$ cat src/rtl/pmi_pkg.sv
package pmi_pkg;

    typedef enum logic {
        CMB_ANY = 1'b0,
        CMB_ALL = 1'b1
    } combine_e;

    typedef struct packed {
        logic     active_high;
        combine_e combine;
    } cond_t;

    localparam int CB_POL_BIT      = 0;
    localparam int CB_CMB_BIT      = 1;
    localparam int CB_MASKNEXT_BIT = 4;
    localparam int EN_BIT          = 0;

endpackage

$ cat src/rtl/pmi_sync.sv
module pmi_sync #(
    parameter int W      = 8,
    parameter int STAGES = 2
) (
    input  logic         clk_i,
    input  logic         clr_ni,
    input  logic [W-1:0] raw_i,
    output logic [W-1:0] sync_o
);
    localparam int LAST = STAGES - 1;

    logic [STAGES-1:0][W-1:0] stg_d, stg_q;

    always_comb begin
        stg_d[0] = raw_i;
        for (int s = 1; s < STAGES; s++) begin
            stg_d[s] = stg_q[s-1];
        end
    end

    for (genvar g = 0; g < STAGES; g++) begin : g_stage
        always_ff @(posedge clk_i or negedge clr_ni) begin
            if (!clr_ni) begin
                stg_q[g] <= '0;
            end else begin
                stg_q[g] <= stg_d[g];
            end
        end
    end

    assign sync_o = stg_q[LAST];

endmodule

$ cat src/rtl/pmi_ctrl.sv
module pmi_ctrl
    import pmi_pkg::*;
#(
    parameter int W  = 8,
    parameter int DW = 8
) (
    input  logic          clk_i,
    input  logic          clr_ni,
    input  logic          cmd_wr_i,
    input  logic          en_wr_i,
    input  logic [DW-1:0] wdata_i,
    output cond_t         cond_o,
    output logic [W-1:0]  mask_o,
    output logic          enable_o,
    output logic          await_mask_o,
    output logic          mask_err_o,
    output logic          hold_o
);
    localparam logic [W-1:0] ALL_MASKED = {W{1'b1}};

    typedef struct packed {
        cond_t        cond;
        logic [W-1:0] mask;
        logic         en;
        logic         await_mask;
        logic         err;
        logic         hold;
    } ctrl_t;

    ctrl_t st_d, st_q;
    logic [W-1:0] mask_val;
    logic         is_cmd_wr;
    logic         is_mask_wr;

    assign mask_val   = wdata_i[W-1:0];
    assign is_cmd_wr  = cmd_wr_i && !st_q.await_mask;
    assign is_mask_wr = cmd_wr_i && st_q.await_mask;

    always_comb begin
        st_d      = st_q;
        st_d.hold = is_cmd_wr && st_q.en;
        if (is_cmd_wr) begin
            st_d.cond.active_high = wdata_i[CB_POL_BIT];
            st_d.cond.combine     = combine_e'(wdata_i[CB_CMB_BIT]);
            st_d.await_mask       = wdata_i[CB_MASKNEXT_BIT];
        end
        if (is_mask_wr) begin
            st_d.await_mask = 1'b0;
            if (mask_val == ALL_MASKED) begin
                st_d.err = 1'b1;
            end else begin
                st_d.mask = mask_val;
                st_d.err  = 1'b0;
            end
        end
        if (en_wr_i) begin
            st_d.en = wdata_i[EN_BIT];
        end
    end

    always_ff @(posedge clk_i or negedge clr_ni) begin
        if (!clr_ni) begin
            st_q <= '0;
        end else begin
            st_q <= st_d;
        end
    end

    assign cond_o       = st_q.cond;
    assign mask_o       = st_q.mask;
    assign enable_o     = st_q.en;
    assign await_mask_o = st_q.await_mask;
    assign mask_err_o   = st_q.err;
    assign hold_o       = st_q.hold;

    // a legal mask byte is taken and the error flag drops
    p_mask_load_r5: assert property (@(posedge clk_i) disable iff (!clr_ni)
        (cmd_wr_i && await_mask_o && (wdata_i[W-1:0] != ALL_MASKED))
        |=> (mask_o == $past(wdata_i[W-1:0])) && !mask_err_o && !await_mask_o);

    // a condition byte never touches the mask
    p_cmd_keeps_mask_r5: assert property (@(posedge clk_i) disable iff (!clr_ni)
        (cmd_wr_i && !await_mask_o) |=> $stable(mask_o));

    // all-ones mask refused, error raised, sequence returns to commands
    p_ff_reject_r7: assert property (@(posedge clk_i) disable iff (!clr_ni)
        (cmd_wr_i && await_mask_o && (wdata_i[W-1:0] == ALL_MASKED))
        |=> $stable(mask_o) && mask_err_o && !await_mask_o);

endmodule

$ cat src/rtl/pmi_eval.sv
module pmi_eval
    import pmi_pkg::*;
#(
    parameter int W = 8
) (
    input  logic [W-1:0] lines_i,
    input  cond_t        cond_i,
    input  logic [W-1:0] mask_i,
    output logic         any_o,
    output logic         all_o,
    output logic         hit_o
);
    logic [W-1:0] match;
    logic [W-1:0] watched;
    logic [W-1:0] satisfied;

    for (genvar b = 0; b < W; b++) begin : g_bit
        assign match[b]     = ~(lines_i[b] ^ cond_i.active_high);
        assign watched[b]   = match[b] & ~mask_i[b];
        assign satisfied[b] = match[b] | mask_i[b];
    end

    always_comb begin
        any_o = |watched;
        all_o = &satisfied;
        unique case (cond_i.combine)
            CMB_ALL: hit_o = all_o;
            default: hit_o = any_o;
        endcase
    end

endmodule

$ cat src/rtl/pin_match_irq.sv
module pin_match_irq
    import pmi_pkg::*;
#(
    parameter int W           = 8,
    parameter int DW          = 8,
    parameter int SYNC_STAGES = 2
) (
    input  logic          clk_i,
    input  logic          clr_ni,
    input  logic          cmd_wr_i,
    input  logic          en_wr_i,
    input  logic [DW-1:0] wdata_i,
    input  logic [W-1:0]  pins_i,
    output logic          pending_o,
    output logic          mask_err_o,
    output logic          irq_pd_o
);
    typedef struct packed {
        logic pending;
    } top_t;

    top_t st_d, st_q;

    logic [W-1:0] lines_s;
    cond_t        cond;
    logic [W-1:0] mask;
    logic         enable;
    logic         await_mask;
    logic         hold;
    logic         any_hit;
    logic         all_hit;
    logic         hit;

    pmi_sync #(.W(W), .STAGES(SYNC_STAGES)) u_sync (
        .clk_i  (clk_i),
        .clr_ni (clr_ni),
        .raw_i  (pins_i),
        .sync_o (lines_s)
    );

    pmi_ctrl #(.W(W), .DW(DW)) u_ctrl (
        .clk_i        (clk_i),
        .clr_ni       (clr_ni),
        .cmd_wr_i     (cmd_wr_i),
        .en_wr_i      (en_wr_i),
        .wdata_i      (wdata_i),
        .cond_o       (cond),
        .mask_o       (mask),
        .enable_o     (enable),
        .await_mask_o (await_mask),
        .mask_err_o   (mask_err_o),
        .hold_o       (hold)
    );

    pmi_eval #(.W(W)) u_eval (
        .lines_i (lines_s),
        .cond_i  (cond),
        .mask_i  (mask),
        .any_o   (any_hit),
        .all_o   (all_hit),
        .hit_o   (hit)
    );

    always_comb begin
        st_d         = st_q;
        st_d.pending = hit;
    end

    always_ff @(posedge clk_i or negedge clr_ni) begin
        if (!clr_ni) begin
            st_q <= '0;
        end else begin
            st_q <= st_d;
        end
    end

    assign pending_o = st_q.pending;
    assign irq_pd_o  = enable && st_q.pending && !hold;

    // the pull-down acts only when enabled and pending
    p_pd_gated_r8: assert property (@(posedge clk_i) disable iff (!clr_ni)
        irq_pd_o |-> (enable && pending_o));

    // a condition rewrite while enabled blanks the next cycle
    p_hold_blank_r10: assert property (@(posedge clk_i) disable iff (!clr_ni)
        (cmd_wr_i && !await_mask && enable) |=> !irq_pd_o);

    // pending follows the evaluated condition one edge later
    p_pending_follows_r9: assert property (@(posedge clk_i) disable iff (!clr_ni)
        1'b1 |=> (pending_o == $past(hit)));

    // with at least one line watched, all-match implies any-match
    p_all_in_any_r3: assert property (@(posedge clk_i) disable iff (!clr_ni)
        all_hit |-> any_hit);

endmodule

$ cat config.mk
export PLATFORM = sky130hd
export DESIGN_NAME = pin_match_irq
export DESIGN_NICKNAME = d
export VERILOG_FILES = /design/src/rtl/pmi_pkg.sv /design/src/rtl/pmi_sync.sv /design/src/rtl/pmi_ctrl.sv /design/src/rtl/pmi_eval.sv /design/src/rtl/pin_match_irq.sv
export SDC_FILE = /design/constraint.sdc
export NUM_CORES = 1
export LEC_CHECK = 0
export BUFFER_PORTS_ARGS = -buffer_cell sky130_fd_sc_hd__buf_2
export CAP_MARGIN = 20
export CORE_MARGIN = 10
export CORE_UTILIZATION = 50
export CTS_CLUSTER_DIAMETER = 150
export CTS_CLUSTER_SIZE = 30
export DETAILED_ROUTE_END_ITERATION = 6
export PLACE_DENSITY = 0.74
export SLEW_MARGIN = 20
export SYNTH_ARGS = -nofsm -noshare
export SYNTH_HDL_FRONTEND = slang
export SYNTH_SLANG_ARGS = --single-unit
$ cat constraint.sdc
create_clock -name clk_i -period 2.6 [get_ports clk_i]
set_input_delay 0.26 -clock clk_i [delete_from_list [all_inputs] [get_ports clk_i]]
set_output_delay 0.26 -clock clk_i [all_outputs]
set_load 0.01 [all_outputs]
## Word level (Yosys, flattened, before mapping)

Index checks and enable logic that the tools add are counted.

- Output and inout port bits: 3
- Bits of input ports: 20
- Register bits after elaboration: 31
- Word-level logic and storage cells: 67

- Mux-type cells: 4
- Reductions and logical operators: 11
- Bitwise gates (word level): 41
- Eq/ne operators: 1

Operators by type and width:

| kind | number |
|---|---|
| NOT 1 bit | 17 |
| bitwise AND 1 bit | 8 |
| == test 8 bit, second input constant | 1 |
| OR 1 bit | 8 |
| AND reduction 8 bit | 1 |
| OR reduction 8 bit | 1 |
| bitwise XOR 1 bit | 8 |
| logical AND 1 bit | 5 |
| 2-to-1 mux 1 bit | 3 |
| zero test 1 bit | 2 |
| 2-to-1 mux 2 bit | 1 |
| AND reduction 2 bit | 1 |
| nonzero test 2 bit | 1 |

## Longest topological paths before layout

- Word-level depth: 5
- Gate-level depth with buffers: 4
- Depth with buffers taken out: 4

## Cells and area by module

A second synthesis with hierarchy kept.

- Cell total of the unflattened synthesis: 84
- Area total of the unflattened synthesis: 1156.1 um^2

Modules (own cells, without submodules):

| module | sequential area each (um^2) | cells each | times used | area each (um^2) |
|---|---|---|---|---|
| pmi_ctrl | 350.3 | 37 | 1 | 545.5 |
| pmi_sync | 400.4 | 16 | 1 | 400.4 |
| pmi_eval | 0.0 | 29 | 1 | 176.4 |
| pin_match_irq | 25.0 | 2 | 1 | 33.8 |

## Least setup slack after synthesis

No wires, ideal clock.

- Kind: input-to-reg
- From: input wdata_i[6]
- To: register u_ctrl.st_q (netlist bit u_ctrl.mask_o[1])
- Data required time: 2475 ps
- Path buffers: 0
- Library setup time: 125 ps
- Slack: 1432 ps
- Stages: 3
- Arrival: 1044 ps
- Cells stage by stage: nand4_2 o211ai_4 mux2_2

- Word-level cells in the longest chain between the ends: 3

RTL lines:

| what | line | text |
|---|---|---|
| start: declaration | pin_match_irq.sv:12 | `input logic [DW-1:0] wdata_i,` |
| == test 8 bit | pmi_ctrl.sv:49 | `if (mask_val == ALL_MASKED) begin` |
| NOT 1 bit (no line) | n/a |  |
| AND reduction 2 bit (no line) | n/a |  |
| end signal: assignment | pmi_ctrl.sv:65 | `st_q <= st_d;` |
| end: declaration | pmi_ctrl.sv:30 | `ctrl_t st_d, st_q;` |

Every way passes these cells.
A chain may end at the register's enable or synchronous reset.

## Final worst setup path

- From: register u_ctrl.st_q (netlist bit u_ctrl.mask_o[4])
- To: register st_q (netlist: pending_o)

- Word-level cells in the longest chain between the ends: 4
- Elaborated cells between the ends (all ways): 6
- Those cells by class: mux (1); bitwise (3); reduce/logical (2)

RTL lines:

| what | line | text |
|---|---|---|
| NOT 1 bit | pmi_eval.sv:19 | `assign watched[b] = match[b] & ~mask_i[b];` |
| bitwise AND 1 bit | pmi_eval.sv:19 |  |
| OR reduction 8 bit | pmi_eval.sv:24 | `any_o = \|watched;` |
| 2-to-1 mux 1 bit (*) | pmi_eval.sv:26 | `unique case (cond_i.combine)` |
| net hit | pin_match_irq.sv:32 | `logic hit;` |
| end signal: assignment | pin_match_irq.sv:73 | `st_q <= st_d;` |
| end: declaration | pin_match_irq.sv:22 | `top_t st_d, st_q;` |

Mark *: on every way through the listed nets, which the timed path passes. The rest lies on a longest branch.

==> results.yml <==
power_and_ir_drop:
  p_leak_nw: 0.646
  vdd_ir_drop_max_mv: 0.501
  powerDensity_mw_per_mm2: 781
sta:
  rsz0062_at_grt: "no"
  final_max_slew_viol_count: 0
  finalHoldViolations: 0
  finalSetupTns_ns: 0
  fin_skew_ns: 0.00567
  setup_viol: 0
  fmax_ghz: 0.766
  worst_slew_pin_slew_ns: 0.658
  period_needed_ns: 1.31
  slew_headroom: 0.561
  timing.final.crit_share: 0.502
floorplanning:
  dieArea_mm2: 0.00455
  placementRows: 17
  initial_core_util: 0.519
  core_area_mm2: 0.00217
  die_w_um: 67.5
  fp.dieH_um: 67.5
  io-pin-count: 23
global_route:
  grt_pass1_wl_um: 3490
  antenna_found_initial: 0
  grt_busiest_layer: "met2"
  met1_usage: 0.102
  use_met2: 0.166
  grt_pass1_vias: 801
  grt_overflow: 0
  grt_max_degree: 32
  grt_use_total: 0.103
  grt_util_met3: 0.0628
logic_synthesis:
  synth-seq-cells: 31
  synth_cell_type_count: 18
  ys_warn_count: 0
  syn_area_per_cell_um2: 14.4
  syn_inst: 78
  syn-cell-area_mm2: 0.00113
  seq_area_frac_synth: 0.689
  syn_nets: 98
drt:
  vias_per_cell: 5.08
  wl_per_cell_um: 14.1
  routed-via-count: 696
  ant_nets: 0
  dr.pass1.iters: 3
  route.final.wire_length_um: 1930
  post-route-drc-count: 0
  drt_iter0_markers: 17
clock_tree:
  clk_latency_ns: 0.32
  cts.clk_slew.worst_paths_ns: 0.09
  cts_buffers: 5
  cts.path.max_buffers: 2
  cts_setup_buffers: 0
  cts.sinks: 31
  h-tree-depth: 2
  cts_root_buffer: "clkbuf_4"
  cts_hold_buf: 1
  cts_resized: 0
  cts_tree: "built"
worst_setup_path:
  cp_max_fo: 3
  worst-path-stages: 4
  r2r-start: "u_ctrl.mask_o[4]"
  critical_path_required_ns: 2.81
  crit_start: "u_ctrl.mask_o[4]"
  cp_slowest_cell: "dfrtp_1"
  crit_chain: "nand2b_1, o2111ai_1, o311a_1, a31o_1"
  cp_data_arrival_time_ns: 1.52
  cp-endpoint: "pending_o"
  critPathTopFamily: "compound AO/OA/AOI/OAI gates"
  cp.buffers_inverters: 0
  critPathKind: "register to register"
  r2r_end: "pending_o"
  cpPeakStageDelay_ns: 0.39
  rr_worst_depth: 4
  r2r_slack_ns: 1.29
  critPathCaptureType: "register"
  worstSetupStartpointType: "register"
placed_design:
  dp_hpwl_um: 1510
  placed_cells: 128
  place.gp.congestion: 0.759
  io_buffer_count: 22
final_layout:
  final_net_count: 128
  layoutNonFillerInstCount: 137
  diodes: 0
  areaGrowthSynthToFinish_pct: 19.9
  fillerInstances: 195
  layout-drive-gt1-share: 0.367
status:
  outcome: "completed"
run:
  maxCapViolations: 0
worst_hold_path:
  min_path_type: "primary input to register"
flip-flops by register name, indices dropped and copies added (netlist names):
| signal | count |
|---|---|
| u_ctrl.enable_o | 1 |
| u_sync.sync_o | 8 |
| u_sync.stg_d | 8 |
| u_ctrl.mask_o | 8 |
| u_ctrl.hold_o | 1 |
| u_ctrl.await_mask_o | 1 |
| u_ctrl.mask_err_o | 1 |
| u_ctrl.cond_o | 2 |
| pending_o | 1 |
cell type report:
type	count	area (µm²)	share of cell area
Clock buffer	8	68.8	0.0510
Timing Repair Buffer	23	120	0.0890
Inverter	6	22.5	0.0167
Sequential cell	31	776	0.575
Tap cell	28	35.0	0.0260
Multi-Input combinational cell	41	328	0.243
layer usage:
layer / vias up / routed length (µm)
li1: 336 / -
met1: 332 / 791
met2: 21 / 909
met3: 7 / 186
met4: 0 / 45
met5: - / 0
synth_stat cells:
master | instances | area, µm²
nor3b_1 | 1 | 7.51
nand2b_1 | 9 | 56.3
nor2_1 | 2 | 7.51
o22ai_1 | 4 | 25.0
o21ai_0 | 4 | 20.0
nand2_1 | 2 | 7.51
nand4_2 | 2 | 25.0
inv_1 | 6 | 22.5
nor4_1 | 1 | 6.26
mux2_1 | 1 | 11.3
o2111ai_1 | 2 | 17.5
o41ai_1 | 1 | 8.76
o211ai_4 | 1 | 21.3
mux2_2 | 8 | 90.1
dfrtp_1 | 31 | 776
a31o_1 | 1 | 8.76
o311a_1 | 1 | 10.0
a21oi_1 | 1 | 5.00
placed cells by master, fill, tap and decap left out:
master / instances
o2111ai_1: 2
dlygate4sd3_1: 1
a21oi_1: 1
nand2b_1: 9
mux2_1: 1
clkbuf_1: 1
o22ai_1: 4
o41ai_1: 1
a31o_1: 1
buf_2: 22
o311a_1: 1
clkbuf_4: 5
nand4_2: 2
dfrtp_1: 31
o21ai_0: 4
o211ai_4: 1
nor2_1: 2
mux2_2: 8
inv_1: 6
nor4_1: 1
nand2_1: 2
nor3b_1: 1
clkbuf_8: 2
metrics by stage:
| stage | cell area [µm²] | utilization | setup slack (ns) | hold slack (ns) | power [W] |
|---|---|---|---|---|---|
| 2_1_floorplan | 1130 | - | 1.43 | -0.0356 | 0.000690 |
| 3_3_place_gp | 1270 | 0.586 | 1.27 | 0.315 | 0.000751 |
| 3_5_place_dp | 1270 | 0.586 | 1.26 | 0.327 | 0.000760 |
| 4_1_cts | 1350 | 0.622 | 1.27 | 0.0169 | 0.00107 |
| 5_1_grt | 1350 | 0.622 | 1.20 | 0.00915 | 0.00112 |
| 6_report | 1350 | 0.622 | 1.29 | 0.0358 | 0.00105 |
worst min path at each step:
stage	startpoint	endpoint	slack [ns]	cells past startpoint
after detailed placement	clr_ni	pending_o	0.33	1
after CTS	pins_i[6]	u_sync.stg_d[14]	0.02	1
after floorplan	clr_ni	pending_o	-0.04	0
after global placement	clr_ni	u_ctrl.enable_o	0.32	1
after global routing	pins_i[6]	u_sync.stg_d[14]	0.009	1
final	pins_i[7]	u_sync.stg_d[15]	0.04	1
report_power, final:
part	switching [W]	leakage (nW)	total, W	internal (W)
clock	0.000147	0.0386	0.000306	0.000159
sequential	0.0000449	0.367	0.000591	0.000546
combinational	0.0000707	0.241	0.000156	0.0000858
cell families (layout without fill, tap and decap cells):
kind of cell / Yosys count / after routing / share of synthesized area
buffers and inverters: 6 / 37 / 0.0200
AO/OA/AOI/OAI: 15 / 15 / 0.103
AND/OR/NAND/NOR: 17 / 17 / 0.0978
flip-flops: 31 / 31 / 0.689
multiplexers: 9 / 9 / 0.0900
Power figures use the tool's default switching activity.
